<file path="src/rtl/i2cs_pkg.sv">
package i2cs_pkg;
  localparam int BYTE_W = 8;
  localparam logic [5:0] DEV_ID_HI = 6'b001000;

  typedef enum logic [3:0] {
    ST_IDLE,
    ST_ADDR,
    ST_ACK_A,
    ST_PTR,
    ST_WDAT,
    ST_ACK_W,
    ST_TX,
    ST_RACK,
    ST_SKIP
  } i2cs_state_e;
endpackage

</file>
<file path="src/rtl/i2cs_sync.sv">
module i2cs_sync #(
  parameter int W = 2,
  parameter int STAGES = 2,
  parameter logic [W-1:0] RST_VAL = '1
) (
  input  logic         clk,
  input  logic         rst_n,
  input  logic [W-1:0] d,
  output logic [W-1:0] q
);
  logic [W-1:0] stg_q [STAGES];

  always_ff @(posedge clk or negedge rst_n) begin
    if (!rst_n) begin
      for (int i = 0; i < STAGES; i++) stg_q[i] <= RST_VAL;
    end else begin
      stg_q[0] <= d;
      for (int i = 1; i < STAGES; i++) stg_q[i] <= stg_q[i-1];
    end
  end

  assign q = stg_q[STAGES-1];
endmodule

</file>
<file path="src/rtl/i2cs_busmon.sv">
module i2cs_busmon #(
  parameter int STAGES = 2
) (
  input  logic clk,
  input  logic rst_n,
  input  logic scl_i,
  input  logic sda_i,
  output logic sda_s,
  output logic scl_rise,
  output logic scl_fall,
  output logic start_ev,
  output logic stop_ev
);
  logic scl_s;
  logic scl_p_q, sda_p_q;

  i2cs_sync #(.W(2), .STAGES(STAGES), .RST_VAL(2'b11)) u_sync (
    .clk  (clk),
    .rst_n(rst_n),
    .d    ({scl_i, sda_i}),
    .q    ({scl_s, sda_s})
  );

  always_ff @(posedge clk or negedge rst_n) begin
    if (!rst_n) begin
      scl_p_q <= 1'b1;
      sda_p_q <= 1'b1;
    end else begin
      scl_p_q <= scl_s;
      sda_p_q <= sda_s;
    end
  end

  assign scl_rise = scl_s & ~scl_p_q;
  assign scl_fall = ~scl_s & scl_p_q;
  assign start_ev = scl_s & scl_p_q & sda_p_q & ~sda_s;
  assign stop_ev  = scl_s & scl_p_q & ~sda_p_q & sda_s;
endmodule

</file>
<file path="src/rtl/i2cs_ptr.sv">
module i2cs_ptr #(
  parameter int AW = 7,
  parameter logic [AW-1:0] RST_ADDR = 7'h01
) (
  input  logic          clk,
  input  logic          rst_n,
  input  logic          load,
  input  logic [AW:0]   load_val,
  input  logic          adv,
  output logic [AW-1:0] addr,
  output logic          inc
);
  logic [AW-1:0] addr_q, addr_d;
  logic          inc_q, inc_d;

  always_comb begin
    addr_d = addr_q;
    inc_d  = inc_q;
    if (load) begin
      inc_d  = load_val[AW];
      addr_d = load_val[AW-1:0];
    end else if (adv && inc_q) begin
      addr_d = addr_q + AW'(1);
    end
  end

  always_ff @(posedge clk or negedge rst_n) begin
    if (!rst_n) begin
      addr_q <= RST_ADDR;
      inc_q  <= 1'b0;
    end else if (load || adv) begin
      addr_q <= addr_d;
      inc_q  <= inc_d;
    end
  end

  assign addr = addr_q;
  assign inc  = inc_q;
endmodule

</file>
<file path="src/rtl/i2cs_engine.sv">
module i2cs_engine
  import i2cs_pkg::*;
(
  input  logic              clk,
  input  logic              rst_n,
  input  logic              scl_rise,
  input  logic              scl_fall,
  input  logic              start_ev,
  input  logic              stop_ev,
  input  logic              sda_s,
  input  logic              addr_sel,
  input  logic [BYTE_W-1:0] rdata,
  output logic              sda_oe,
  output logic              ptr_load,
  output logic              ptr_adv,
  output logic              reg_we,
  output logic [BYTE_W-1:0] byte_q
);
  localparam int CW = $clog2(BYTE_W + 1);
  localparam logic [CW-1:0] CNT_FULL = CW'(BYTE_W);

  i2cs_state_e       state_q, state_d;
  logic [CW-1:0]     cnt_q, cnt_d;
  logic [BYTE_W-1:0] sh_q, sh_d;
  logic              rw_q, rw_d;
  logic              acked_q, acked_d;
  logic              oe_q, oe_d;
  logic              addr_hit;

  assign addr_hit = (sh_q[BYTE_W-1 -: 6] == DEV_ID_HI) && (sh_q[1] == addr_sel);

  always_comb begin
    state_d  = state_q;
    cnt_d    = cnt_q;
    sh_d     = sh_q;
    rw_d     = rw_q;
    acked_d  = acked_q;
    oe_d     = oe_q;
    ptr_load = 1'b0;
    ptr_adv  = 1'b0;
    reg_we   = 1'b0;
    if (stop_ev) begin
      state_d = ST_IDLE;
      oe_d    = 1'b0;
    end else if (start_ev) begin
      state_d = ST_ADDR;
      cnt_d   = '0;
      oe_d    = 1'b0;
    end else begin
      case (state_q)
        ST_ADDR, ST_PTR, ST_WDAT: begin
          if (scl_rise && cnt_q != CNT_FULL) begin
            sh_d  = {sh_q[BYTE_W-2:0], sda_s};
            cnt_d = cnt_q + CW'(1);
          end else if (scl_fall && cnt_q == CNT_FULL) begin
            cnt_d = '0;
            if (state_q == ST_ADDR) begin
              if (addr_hit) begin
                state_d = ST_ACK_A;
                rw_d    = sh_q[0];
                oe_d    = 1'b1;
              end else begin
                state_d = ST_SKIP;
              end
            end else begin
              state_d = ST_ACK_W;
              oe_d    = 1'b1;
              if (state_q == ST_PTR) begin
                ptr_load = 1'b1;
              end else begin
                reg_we  = 1'b1;
                ptr_adv = 1'b1;
              end
            end
          end
        end
        ST_ACK_A: begin
          if (scl_fall) begin
            if (rw_q) begin
              state_d = ST_TX;
              sh_d    = rdata;
              oe_d    = ~rdata[BYTE_W-1];
            end else begin
              state_d = ST_PTR;
              oe_d    = 1'b0;
            end
          end
        end
        ST_ACK_W: begin
          if (scl_fall) begin
            state_d = ST_WDAT;
            oe_d    = 1'b0;
          end
        end
        ST_TX: begin
          if (scl_rise) begin
            cnt_d = cnt_q + CW'(1);
          end else if (scl_fall) begin
            if (cnt_q == CNT_FULL) begin
              state_d = ST_RACK;
              oe_d    = 1'b0;
              cnt_d   = '0;
            end else begin
              sh_d = {sh_q[BYTE_W-2:0], 1'b0};
              oe_d = ~sh_q[BYTE_W-2];
            end
          end
        end
        ST_RACK: begin
          if (scl_rise) begin
            acked_d = ~sda_s;
            ptr_adv = ~sda_s;
          end else if (scl_fall) begin
            if (acked_q) begin
              state_d = ST_TX;
              sh_d    = rdata;
              oe_d    = ~rdata[BYTE_W-1];
            end else begin
              state_d = ST_SKIP;
            end
          end
        end
        default: ;
      endcase
    end
  end

  always_ff @(posedge clk or negedge rst_n) begin
    if (!rst_n) begin
      state_q <= ST_IDLE;
      cnt_q   <= '0;
      sh_q    <= '0;
      rw_q    <= 1'b0;
      acked_q <= 1'b0;
      oe_q    <= 1'b0;
    end else begin
      state_q <= state_d;
      cnt_q   <= cnt_d;
      sh_q    <= sh_d;
      rw_q    <= rw_d;
      acked_q <= acked_d;
      oe_q    <= oe_d;
    end
  end

  assign sda_oe = oe_q;
  assign byte_q = sh_q;
endmodule

</file>
<file path="src/rtl/i2c_regport_slave.sv">
module i2c_regport_slave
  import i2cs_pkg::*;
#(
  parameter int SYNC_STAGES = 2,
  parameter logic [BYTE_W-2:0] PTR_RST = 7'h01
) (
  input  logic              clk,
  input  logic              rst_n,
  input  logic              scl_i,
  input  logic              sda_i,
  input  logic              addr_sel_i,
  output logic              sda_oe_o,
  output logic [BYTE_W-2:0] reg_addr_o,
  output logic [BYTE_W-1:0] reg_wdata_o,
  output logic              reg_we_o,
  input  logic [BYTE_W-1:0] reg_rdata_i
);
  localparam int PTR_W = BYTE_W - 1;

  logic [1:0] rst_pipe_q;
  logic       rst_s;
  logic       sda_w, rise_w, fall_w, start_w, stop_w;
  logic       load_w, adv_w, inc_w;
  logic [BYTE_W-1:0] byte_w;

  always_ff @(posedge clk or negedge rst_n) begin
    if (!rst_n) rst_pipe_q <= 2'b00;
    else        rst_pipe_q <= {rst_pipe_q[0], 1'b1};
  end
  assign rst_s = rst_pipe_q[1];

  i2cs_busmon #(.STAGES(SYNC_STAGES)) u_busmon (
    .clk     (clk),
    .rst_n   (rst_s),
    .scl_i   (scl_i),
    .sda_i   (sda_i),
    .sda_s   (sda_w),
    .scl_rise(rise_w),
    .scl_fall(fall_w),
    .start_ev(start_w),
    .stop_ev (stop_w)
  );

  i2cs_engine u_engine (
    .clk     (clk),
    .rst_n   (rst_s),
    .scl_rise(rise_w),
    .scl_fall(fall_w),
    .start_ev(start_w),
    .stop_ev (stop_w),
    .sda_s   (sda_w),
    .addr_sel(addr_sel_i),
    .rdata   (reg_rdata_i),
    .sda_oe  (sda_oe_o),
    .ptr_load(load_w),
    .ptr_adv (adv_w),
    .reg_we  (reg_we_o),
    .byte_q  (byte_w)
  );

  i2cs_ptr #(.AW(PTR_W), .RST_ADDR(PTR_RST)) u_ptr (
    .clk     (clk),
    .rst_n   (rst_s),
    .load    (load_w),
    .load_val(byte_w),
    .adv     (adv_w),
    .addr    (reg_addr_o),
    .inc     (inc_w)
  );

  assign reg_wdata_o = byte_w;
endmodule

</file>
<file path="config.mk">
export PLATFORM = sky130hd
export DESIGN_NAME = i2c_regport_slave
export DESIGN_NICKNAME = d
export VERILOG_FILES = /design/src/rtl/i2cs_pkg.sv /design/src/rtl/i2cs_sync.sv /design/src/rtl/i2cs_busmon.sv /design/src/rtl/i2cs_ptr.sv /design/src/rtl/i2cs_engine.sv /design/src/rtl/i2c_regport_slave.sv
export SDC_FILE = /design/constraint.sdc
export NUM_CORES = 1
export LEC_CHECK = 0
export CORE_MARGIN = 1
export CORE_UTILIZATION = 59
export DETAILED_ROUTE_END_ITERATION = 8
export GPL_ROUTABILITY_DRIVEN = 0
export GPL_TIMING_DRIVEN = 0
export PLACE_DENSITY = 0.95
export SLEW_MARGIN = 5
export SYNTH_ARGS = -nofsm -noshare
export SYNTH_HDL_FRONTEND = slang
export SYNTH_SLANG_ARGS = --single-unit
</file>
<file path="constraint.sdc">
create_clock -name clk -period 2.2 [get_ports clk]
set_input_delay 0.22 -clock clk [delete_from_list [all_inputs] [get_ports clk]]
set_output_delay 0.22 -clock clk [all_outputs]
set_load 0.01 [all_outputs]
</file>
==> results.ini <==
[setup_path]
slowest_stage=nor4_1
cp_max_fo=8
start_kind=flop
worstPathArrival_ps=2300
worstPathCellList=xor2_2 > and2_1 > buf_2 > nor4_1 > o21ai_0
critPathMaxStageDelay_ps=680
endpoint_kind=flop
cp.required_ps=2330
critical_path_class=reg2reg

[grt]
overflow=0
gr-usage-met2=0.525
grt_pass1_vias=2056
use_met3=0.102
gr-usage-all-layers=0.342
antenna_found_initial=0
grt_max_degree=34
groute.layer.met1.usage=0.434
grt-busiest-layer=met2
grt_pass1_wl_mm=10.4

[synthesis]
synth_commonest_cells=28 x dfrtp_1, 19 x mux2_2, 12 x nand2_1
syn_inst=213
yosysWarnings=0
synth_ff_type=dfrtp_1
yosysTopAreaCellShare=0.311
synthArstFlopShare=1.00
synth_edf_count=0
ys_seq_elements=35
ys_seq_area_frac=0.393
yosysMostFrequentCell=dfrtp_1
ys_types=62
synthTopCellsByArea=dfrtp_1 31%, mux2_2 9.5%, dfstp_2 8.2%
synth.net_count=232
postSynthAreaPerCell_um2=10.6
synth_top_cell_by_area=dfrtp_1
syn-cell-area_um2=2250

[sta]
tightest_slew_ps=756
fin_crit_sh=0.987
timing.fmax_mhz=461
slew-limit-headroom=0.491
whs_ps=90.5
hold_violations=0
fin_crit_ps=2170
skew_ps=11.6
setup_viol=0
drv_slew=0

[run]
drv_cap=0

[status]
outcome=completed

[place]
hpwl_mm=3.93
port_buffers=29
dp_cells=290

[finish]
antennaDiodeCount=0
ff_latch_area_um2=886
fillers=205
drive_above_1_share=0.265
syn2layout_area_growth_pct=24.4
instances_no_fill=301
final_nets=271
multi_input_area_um2=1360

[floorplanning]
initial_utilization=0.615
fp.dieH_um=63.8
die_x_um=63.8
placementRows=22
core_area_um2=3660
io_pins=30
dieArea_um2=4070

[clocking]
cts_buffers=5
cts_hold_buf=0
htree_levels=2
root_buffer=clkbuf_8
cts.reportedPaths.clkPinSlew_ps=80
clock_path_buffers=2
clk_latency_ps=300
cts_sinks=35
cts_tree=done

[drt]
drc_errors=0
num_vias=2103
drt_wl_total_mm=6.42
dr.pass1.iters=5
ant_nets=0
drt_iter0_drc=180
avgRoutedWirePerCell_um=21.3
routed_via_density=6.99

[power]
leakage_nw=1.12
peakVddDrop_mv=0.762
powerDensity_nw_per_um2=1160

[min_path]
hp-class=in2async

## power breakdown
part,internal [mW],total (mW),switching (mW),leakage (nW)
logic,0.806,1.76,0.956,0.650
clock network,0.253,0.491,0.239,0.0482
registers,0.794,0.992,0.198,0.424
total,1.85,3.24,1.39,1.12
## layout make-up
cell class / instances / share of cell area
buffer: 10 / 0.0201
clock buffer: 7 / 0.0308
clock inverter: 1 / 0.00179
inverter: 10 / 0.0134
multi-input combinational: 158 / 0.484
sequential: 35 / 0.316
tap: 48 / 0.0214
timing repair buffer: 32 / 0.113
## critical path, delay by kind of cell, from the launching register on
kind | cells | cell delay [ps]
and+or+nand+nor | 2 | 870
DFF | 1 | 570
AOI/OAI and AO/OA | 1 | 240
buffers and inverters | 1 | 190
xor gates and xnor gates | 1 | 120
## kinds of logic after synthesis
group	share of synthesized area
XOR/XNOR	0.0189
other	0.00167
AND/OR/NAND/NOR	0.203
flip-flops	0.393
buffers and inverters	0.0400
multiplexers	0.113
adder cells (fa/ha/maj)	0.0333
AO/OA/AOI/OAI	0.198
## flip-flops by register name, summed over array words and instances, names as in the netlist
signal                 count
rst_pipe_q                 2
u_busmon.scl_p_q           1
u_busmon.u_sync.stg_q      2
u_busmon.u_sync.q          2
u_engine.state_q           4
u_ptr.inc                  1
u_ptr.addr                 7
u_engine.byte_q            8
u_busmon.sda_p_q           1
u_engine.acked_q           1
u_engine.rw_q              1
u_engine.cnt_q             4
u_engine.sda_oe            1
## timing repair
item	4_1_cts	5_1_grt
gates cloned	0	0
setup buffers	2	1
resized for setup	8	11
endpoints found under the setup margin	7	17
pin swaps	3	3
## layout by cell type (no fill, tap or decap), drive strengths merged, types with 2 or more instances in the layout
cell type      instances
a2111oi                3
a21o                   3
a21oi                  9
a221o                  2
a31oi                  4
a32oi                  2
and2                   4
and3                   4
and3b                  2
buf                   10
clkbuf                10
clkdlybuf4s50         28
dfrtp                 28
dfstp                  7
ha                     6
inv                   10
mux2                  19
mux2i                  4
nand2                 12
nand2b                 4
nand3                  6
nand3b                 5
nand4                  3
nor2                   9
nor2b                  2
nor3                   6
nor3b                  2
nor4                   3
nor4b                  3
o2111ai                2
o211a                  2
o211ai                 4
o21ai                  9
or3                    2
xor2                   3
## layer usage
metal,vias up,share of wire,routed length [um]
li1,876,-,-
met2,155,0.49,3120
met3,29,0.096,616
met5,-,0,0
met1,1043,0.39,2480
met4,0,0.031,201
## path summary, 6_finish.rpt
path / from / endpoint / slack (ps) / cells after the start
setup / recovery: u_busmon.sda_p_q / u_ptr.addr[4] / 30 / 5
hold reg to reg: rst_pipe_q[1] / u_engine.cnt_q[3] / 310 / 0
hold / removal: rst_n / rst_pipe_q[0] / 90 / 1
max in group asynchronous: rst_pipe_q[1] / u_engine.state_q[1] / 1410 / 0
min in group clk: scl_i / u_busmon.u_sync.stg_q[3] / 330 / 1
setup reg to reg: u_busmon.sda_p_q / u_ptr.addr[4] / 30 / 5
## metrics by stage
| step | util | instance area (um2) | worst slack [ps] | total power [mW] | TNS, ps |
|---|---|---|---|---|---|
| floorplan | - | 2250 | 83.3 | 2.07 | 0 |
| global route | 0.765 | 2800 | -77.7 | 3.39 | -159 |
| detailed placement | 0.711 | 2600 | -131 | 2.53 | -303 |
| global placement | 0.711 | 2600 | -105 | 2.46 | -239 |
| CTS | 0.751 | 2750 | 8.94 | 3.12 | 0 |
| finish | 0.765 | 2800 | 29.0 | 3.24 | 0 |
(Power assumes the default switching activity.)
